`src/rtl/winwdt_pkg.sv`:
```
package winwdt_pkg;
  localparam int CNT_W = 14;
  localparam int PRE_W = 13;
  localparam int CFG_W = 11;

  typedef struct packed {
    logic       fault_irq;
    logic [1:0] win_start;
    logic [1:0] win_end;
    logic [3:0] div_sel;
    logic [1:0] period_sel;
  } wdt_cfg_t;

  function automatic logic [CNT_W:0] period_ticks(input logic [1:0] sel);
    case (sel)
      2'b00:   period_ticks = (CNT_W+1)'(1024);
      2'b01:   period_ticks = (CNT_W+1)'(4096);
      2'b10:   period_ticks = (CNT_W+1)'(8192);
      default: period_ticks = (CNT_W+1)'(16384);
    endcase
  endfunction

  function automatic logic [PRE_W:0] div_ratio(input logic [3:0] sel);
    case (sel)
      4'b0001: div_ratio = (PRE_W+1)'(4);
      4'b0100: div_ratio = (PRE_W+1)'(64);
      4'b1111: div_ratio = (PRE_W+1)'(128);
      4'b0110: div_ratio = (PRE_W+1)'(512);
      4'b0111: div_ratio = (PRE_W+1)'(2048);
      4'b1000: div_ratio = (PRE_W+1)'(8192);
      default: div_ratio = '0;
    endcase
  endfunction
endpackage

```
`src/rtl/wdt_prescaler.sv`:
```
module wdt_prescaler #(
  parameter int PRE_W = 13
) (
  input  logic           clk,
  input  logic           rst_n,
  input  logic           run_i,
  input  logic           clr_i,
  input  logic [PRE_W:0] ratio_i,
  output logic           tick_o
);
  logic [PRE_W-1:0] presc_q, presc_d;
  logic             ratio_ok;

  always_comb begin
    ratio_ok = (ratio_i != '0);
    tick_o   = run_i && ratio_ok && !clr_i && ({1'b0, presc_q} == ratio_i - 1'b1);
    if (clr_i || !run_i || !ratio_ok || tick_o) presc_d = '0;
    else                                        presc_d = presc_q + 1'b1;
  end

  always_ff @(posedge clk or negedge rst_n) begin
    if (!rst_n) presc_q <= '0;
    else        presc_q <= presc_d;
  end

  // a reserved ratio never produces a tick
  assert_no_tick_reserved_R4: assert property (@(posedge clk) disable iff (!rst_n)
    (ratio_i == '0) |-> !tick_o);
endmodule

```
`src/rtl/wdt_refresh_seq.sv`:
```
module wdt_refresh_seq #(
  parameter int DATA_W = 16
) (
  input  logic              clk,
  input  logic              rst_n,
  input  logic              wr_i,
  input  logic [DATA_W-1:0] data_i,
  output logic              done_o,
  output logic              broken_o
);
  localparam logic [DATA_W-1:0] KEY_ARM  = '0;
  localparam logic [DATA_W-1:0] KEY_FIRE = DATA_W'(8'hFF);

  logic armed_q, armed_d;

  always_comb begin
    done_o   = 1'b0;
    broken_o = 1'b0;
    armed_d  = armed_q;
    if (wr_i) begin
      if (data_i == KEY_ARM) begin
        armed_d = 1'b1;
      end else if (data_i == KEY_FIRE && armed_q) begin
        done_o  = 1'b1;
        armed_d = 1'b0;
      end else begin
        broken_o = 1'b1;
        armed_d  = 1'b0;
      end
    end
  end

  always_ff @(posedge clk or negedge rst_n) begin
    if (!rst_n) armed_q <= 1'b0;
    else        armed_q <= armed_d;
  end

  // the sequencer arms only after a first-key write
  assert_arm_by_key_R5: assert property (@(posedge clk) disable iff (!rst_n)
    $rose(armed_q) |-> $past(wr_i && data_i == KEY_ARM));
endmodule

```
`src/rtl/wdt_counter.sv`:
```
module wdt_counter #(
  parameter int CNT_W = 14
) (
  input  logic             clk,
  input  logic             rst_n,
  input  logic             run_i,
  input  logic             tick_i,
  input  logic             load_i,
  input  logic [CNT_W-1:0] top_i,
  output logic [CNT_W-1:0] cnt_o,
  output logic             underflow_o
);
  logic [CNT_W-1:0] cnt_q, cnt_d;

  always_comb begin
    underflow_o = run_i && tick_i && !load_i && (cnt_q == '0);
    if (!run_i || load_i || underflow_o) cnt_d = top_i;
    else if (tick_i)                     cnt_d = cnt_q - 1'b1;
    else                                 cnt_d = cnt_q;
  end

  always_ff @(posedge clk or negedge rst_n) begin
    if (!rst_n) cnt_q <= '1;
    else        cnt_q <= cnt_d;
  end

  assign cnt_o = cnt_q;

  // count moves only on a tick, a reload or while stopped
  assert_count_moves_on_tick_R10: assert property (@(posedge clk) disable iff (!rst_n)
    !$stable(cnt_q) |-> $past(tick_i || load_i || !run_i));
  // an underflow leaves the reload value in the counter
  assert_underflow_reload_R8: assert property (@(posedge clk) disable iff (!rst_n)
    underflow_o |=> (cnt_q == $past(top_i)));
endmodule

```
`src/rtl/winwdt.sv`:
```
module winwdt
  import winwdt_pkg::*;
(
  input  logic             clk,
  input  logic             rst_n,
  input  logic             boot_sel_i,
  input  logic [CFG_W-1:0] boot_cfg_i,
  input  logic             bus_wr_i,
  input  logic [1:0]       bus_addr_i,
  input  logic [15:0]      bus_wdata_i,
  output logic [15:0]      bus_rdata_o,
  output logic             rst_o,
  output logic             irq_o
);
  localparam logic [1:0] A_REFRESH = 2'd0;
  localparam logic [1:0] A_CTRL    = 2'd1;
  localparam logic [1:0] A_STATUS  = 2'd2;

  wdt_cfg_t         boot_q, sw_q, eff;
  logic             latched_q, regmode_q, started_q, uf_flag_q, err_flag_q, rst_q, irq_q;
  logic             tick, seq_done, seq_broken, underflow, in_win, load, refresh_err, fault;
  logic [CNT_W:0]   per, quarter, win_hi, win_lo;
  logic [CNT_W-1:0] top, cnt;
  logic [PRE_W:0]   ratio;
  logic             ctrl_we;

  // configuration source and derived values
  always_comb begin
    eff     = regmode_q ? sw_q : boot_q;
    per     = period_ticks(eff.period_sel);
    top     = CNT_W'(per - 1'b1);
    ratio   = div_ratio(eff.div_sel);
    quarter = per >> 2;
    case (eff.win_start)
      2'b00:   win_hi = quarter;
      2'b01:   win_hi = quarter << 1;
      2'b10:   win_hi = quarter + (quarter << 1);
      default: win_hi = per;
    endcase
    case (eff.win_end)
      2'b00:   win_lo = quarter + (quarter << 1);
      2'b01:   win_lo = quarter << 1;
      2'b10:   win_lo = quarter;
      default: win_lo = '0;
    endcase
    in_win      = ({1'b0, cnt} < win_hi) && ({1'b0, cnt} >= win_lo);
    load        = seq_done && (!started_q || in_win);
    refresh_err = started_q && ((seq_done && !in_win) || seq_broken);
    fault       = underflow || refresh_err;
    ctrl_we     = bus_wr_i && (bus_addr_i == A_CTRL) && latched_q && regmode_q && !started_q;
  end

  wdt_refresh_seq #(.DATA_W(16)) u_seq (
    .clk(clk), .rst_n(rst_n),
    .wr_i(bus_wr_i && bus_addr_i == A_REFRESH), .data_i(bus_wdata_i),
    .done_o(seq_done), .broken_o(seq_broken)
  );

  wdt_prescaler #(.PRE_W(PRE_W)) u_pre (
    .clk(clk), .rst_n(rst_n), .run_i(started_q), .clr_i(load),
    .ratio_i(ratio), .tick_o(tick)
  );

  wdt_counter #(.CNT_W(CNT_W)) u_cnt (
    .clk(clk), .rst_n(rst_n), .run_i(started_q), .tick_i(tick), .load_i(load),
    .top_i(top), .cnt_o(cnt), .underflow_o(underflow)
  );

  always_ff @(posedge clk or negedge rst_n) begin
    if (!rst_n) begin
      latched_q  <= 1'b0;
      regmode_q  <= 1'b0;
      boot_q     <= '0;
      sw_q       <= '0;
      started_q  <= 1'b0;
      uf_flag_q  <= 1'b0;
      err_flag_q <= 1'b0;
      rst_q      <= 1'b0;
      irq_q      <= 1'b0;
    end else begin
      if (!latched_q) begin
        latched_q <= 1'b1;
        regmode_q <= boot_sel_i;
        boot_q    <= wdt_cfg_t'(boot_cfg_i);
      end
      if (ctrl_we) sw_q <= wdt_cfg_t'(bus_wdata_i[CFG_W-1:0]);
      if (latched_q && !started_q && (!regmode_q || seq_done)) started_q <= 1'b1;
      if (underflow)   uf_flag_q  <= 1'b1;
      if (refresh_err) err_flag_q <= 1'b1;
      rst_q <= fault && !eff.fault_irq;
      irq_q <= fault && eff.fault_irq;
    end
  end

  always_comb begin
    case (bus_addr_i)
      A_CTRL:   bus_rdata_o = {{(16-CFG_W){1'b0}}, eff};
      A_STATUS: bus_rdata_o = {err_flag_q, uf_flag_q, cnt};
      default:  bus_rdata_o = '0;
    endcase
  end

  assign rst_o = rst_q;
  assign irq_o = irq_q;

  // configuration in effect is frozen once counting runs
  assert_cfg_frozen_R2: assert property (@(posedge clk) disable iff (!rst_n)
    $past(started_q) |-> $stable(eff));
  // reset and interrupt requests are exclusive
  assert_single_fault_R9: assert property (@(posedge clk) disable iff (!rst_n)
    !(rst_o && irq_o));
  // interrupt only when selected in the previous cycle
  assert_irq_selected_R9: assert property (@(posedge clk) disable iff (!rst_n)
    irq_o |-> $past(eff.fault_irq));
endmodule

```
`config.mk`:
```
export PLATFORM = sky130hd
export DESIGN_NAME = winwdt
export DESIGN_NICKNAME = d
export VERILOG_FILES = /design/src/rtl/winwdt_pkg.sv /design/src/rtl/wdt_prescaler.sv /design/src/rtl/wdt_refresh_seq.sv /design/src/rtl/wdt_counter.sv /design/src/rtl/winwdt.sv
export SDC_FILE = /design/constraint.sdc
export NUM_CORES = 1
export LEC_CHECK = 0
export ABC_AREA = 1
export BUFFER_PORTS_ARGS = -buffer_cell sky130_fd_sc_hd__buf_4
export CAP_MARGIN = 20
export CORE_MARGIN = 2
export CORE_UTILIZATION = 30
export CTS_BUF_LIST = sky130_fd_sc_hd__clkbuf_8
export CTS_CLUSTER_SIZE = 8
export DETAILED_ROUTE_END_ITERATION = 12
export SYNTH_ARGS = -nofsm -noshare
export SYNTH_HDL_FRONTEND = slang
export SYNTH_HIERARCHICAL = 1
export SYNTH_SLANG_ARGS = --single-unit
```
`constraint.sdc`:
```
create_clock -name clk -period 5.1 [get_ports clk]
set_input_delay 0.51 -clock clk [delete_from_list [all_inputs] [get_ports clk]]
set_output_delay 0.51 -clock clk [all_outputs]
set_load 0.02 [all_outputs]
```
==> impl_metrics.yaml <==
place:
  placed_area_sq_mm: 0.00540
  placement.io_buffers: 50
  preCtsSetupSlack_ns: 0.497
  dp_cells: 958
  dpl.hpwl_microns: 9170
  gp_congestion: 0.933
yosys:
  yosys_warnings: 6
  yosys.area.top_type: "dfrtp_1"
  synth_top_area_share_pct: 22.8
  ys_ff_latch: 57
  ys_types: 41
  synth_top_family_by_area: "simple AND/OR/NAND/NOR gates"
  synth_fa_ha_area_share_pct: 6.38
  synth_compound_area_share_pct: 6.46
  synthMuxAreaShare_pct: 3.43
  yosysSeqAreaShare_pct: 30.7
  synth_edf_count: 0
  synthArstFlopShare_pct: 100
  netlist_instances: 672
  syn_area_per_cell_sq_um: 7.01
  ys_top_cells_by_area: "dfrtp_1, nand2_1, dfstp_2, inv_1, ha_1"
  synth_xor_area_share_pct: 5.39
  synthSimpleGateAreaFrac_pct: 38.5
  synth_area_sq_mm: 0.00471
  synthFlopType: "dfrtp_1"
cells_and_area:
  nets: 815
  drive_gt1_share_pct: 20.3
  utilization_pct: 36.6
  syn2layout_area_growth_pct: 18.7
  final_area_sq_mm: 0.00559
  antennaDiodeCount: 0
  stdcell_count: 974
critical_path:
  cp.required_ns: 5.39
  worst_setup_path_end_kind: "register"
  startpoint: "regmode_q$_DFFE_PN0N_"
  path_class: "reg2reg"
  path_buf_inv: 7
  crit_fanout: 15
  critical-path-max-stage-delay_ns: 0.51
  start_kind: "register"
  reg2reg_slack_ns: 0.66
  critPathTopFamily: "simple AND/OR/NAND/NOR gates"
  r2r-end: "u_cnt/cnt_o[12]$_DFFE_PN1P_"
  r2r-start: "regmode_q$_DFFE_PN0N_"
  cp.depth: 33
  reg2reg_depth: 33
  endpoint: "u_cnt/cnt_o[12]$_DFFE_PN1P_"
  worst_path_most_repeated_cell: "nand2_1"
  arrival_ns: 4.73
  cpMaxStageDelayCell: "dfrtp_2"
sta:
  setup_viol: 0
  fin_crit_ns: 4.44
  drv_slew: 0
  rsz0062_at_grt: "false"
  period_share_pct: 87.1
  slew_headroom_pct: 48.6
  tightestPinTransition_ns: 0.769
  max_freq_mhz: 225
  fin_tns_setup_ns: 0
  hold_ws_ns: 0.208
  skew_ns: 0.0140
  setup_slack_ns: 0.658
  hold_viol: 0
global_route:
  antenna_found_initial: 0
  grt_max_degree: 58
  overflow: 0
  grt.total_usage_pct: 15.0
  grt_pass1_vias: 4137
  grt_pass1_wl_microns: 19800
clock_network:
  cts_tree: "yes"
  ctsHoldBuffers: 0
  clockBufferDepth: 2
  cts.clk_slew.worst_paths_ns: 0.07
  cts-root-buf: "clkbuf_8"
  clock_sinks: 57
  postCtsSetupRepairBufs: 0
  cts_buffers: 9
  htreeDepth: 3
  cts_resized: 0
  clk_latency_ns: 0.36
floorplanning:
  die_w_microns: 129
  die_h_microns: 129
  fp.dieArea_sq_mm: 0.0167
  row_count: 45
  boundaryPins: 51
  core-area_sq_mm: 0.0153
  start_util_pct: 30.9
routing:
  via_count: 4227
  drc: 0
  drt_iter0_markers: 264
  wirelength_microns: 11800
  antenna_left: 0
  wl_per_cell_microns: 12.1
  drtPass1Iterations: 4
  via_per_inst: 4.34
pwr:
  pwr-share-clk_pct: 21.3
  seq_power_share_pct: 38.6
  vdd_drop_max_uv: 140
  switching_power_mw: 0.837
  p_int_mw: 1.15
  switching_share_pct: 42.0
  power_density_mw_per_mm2: 356
  p_comb_share_pct: 40.0
  leakage_nw: 2.87
  total_power_mw: 1.99
outcome:
  status: "completed"
min_path:
  hold_class: "in2async"
run:
  drv_cap: 0
[worst min-delay path by stage]
stage | start | endpoint | slack [ns] | depth (start not counted)
floorplan | rst_n | boot_q[0]$_DFFE_PN0N_ | 0.21 | 0
detailed placement | uf_flag_q$_DFFE_PN0P_ | uf_flag_q$_DFFE_PN0P_ | 0.46 | 1
global route | rst_n | irq_o$_DFF_PN0_ | 0.27 | 1
global placement | uf_flag_q$_DFFE_PN0P_ | uf_flag_q$_DFFE_PN0P_ | 0.45 | 1
finish | rst_n | irq_o$_DFF_PN0_ | 0.21 | 1
CTS | rst_n | irq_o$_DFF_PN0_ | 0.23 | 1
[synth_stat cells (7+ instances only)]
cell type	n
or2_2	7
nor2_2	20
ha_1	24
nand2_1	206
nand3_1	39
dfrtp_1	43
o21ai_0	15
nor2_1	72
inv_1	82
nand3_2	9
o21ai_1	8
xnor2_1	13
nand3b_1	7
nand2_2	9
mux2_4	10
a21oi_1	19
dfstp_2	14
xor2_1	16
inv_2	7
[logic make-up (layout without fill, tap and decap cells)]
group | after synthesis | after routing
and+or+nand+nor | 394 | 394
AOI/OAI and AO/OA | 55 | 55
buffers and inverters | 100 | 157
xor gates and xnor gates | 29 | 29
other | 2 | 36
muxes | 11 | 11
adders and majority gates | 24 | 24
DFF | 57 | 57
[worst reg2reg max path: cells and delay by family, from the launching register on]
kind,cells,cell delay (ns)
AOI/OAI and AO/OA,5,0.65
DFF,1,0.51
and+or+nand+nor,19,1.94
buffers and inverters,7,0.79
adders and majority gates,2,0.53
[layout make-up]
type                            count  area [sq um]
Fill cell                        1667          9670
Multi-Input combinational cell    549          2970
Sequential cell                    57          1450
Timing Repair Buffer               52           390
Inverter                           89           334
Tap cell                          211           264
Clock buffer                       10           138
Clock inverter                      6          51.3
[power groups by stage]
stage	clock (mW)	sequential [mW]	combinational, mW
floorplan	0	0.697	0.641
global placement	0	0.779	0.791
detailed placement	0	0.776	0.797
CTS	0.439	0.770	0.800
global route	0.454	0.791	0.925
finish	0.425	0.769	0.797
[layer usage]
layer  vias up  wire [microns]  global-route usage (%)
li1       2240               -                       -
met1      1890            5460                    19.3
met2        82            5580                    25.0
met3        15             497                    2.85
met4         0             229                    5.82
met5         -               0                       0
[flip-flops by register name, indices dropped and copies added (netlist names)]
register and cells:
boot_q 11, err_flag_q 1, irq_o 1, latched_q 1, regmode_q 1, rst_o 1
started_q 1, sw_q 11, u_cnt/cnt_o 14, u_pre/presc_q 13, u_seq/armed_q 1, uf_flag_q 1
[cells in the final DEF (no fill, tap or decap), types with 2 or more instances in the layout]
master,n
nand2_4,3
dfrtp_1,42
o21ai_1,8
o211ai_1,3
nand3_2,9
or2_0,2
nand2_1,206
a21oi_1,19
clkinv_2,2
nand4_1,5
or2_2,7
nor3_1,5
nor2_4,6
ha_1,24
clkbuf_8,10
conb_1,36
nand2_2,9
o21ai_0,15
inv_1,85
inv_2,7
nand3b_1,7
o22ai_1,5
buf_4,52
xor2_1,16
nor2_1,72
xnor2_1,13
dfstp_2,14
nor2_2,20
nand3_1,39
o21bai_1,2
mux2_4,10
(Power assumes the default switching activity.)
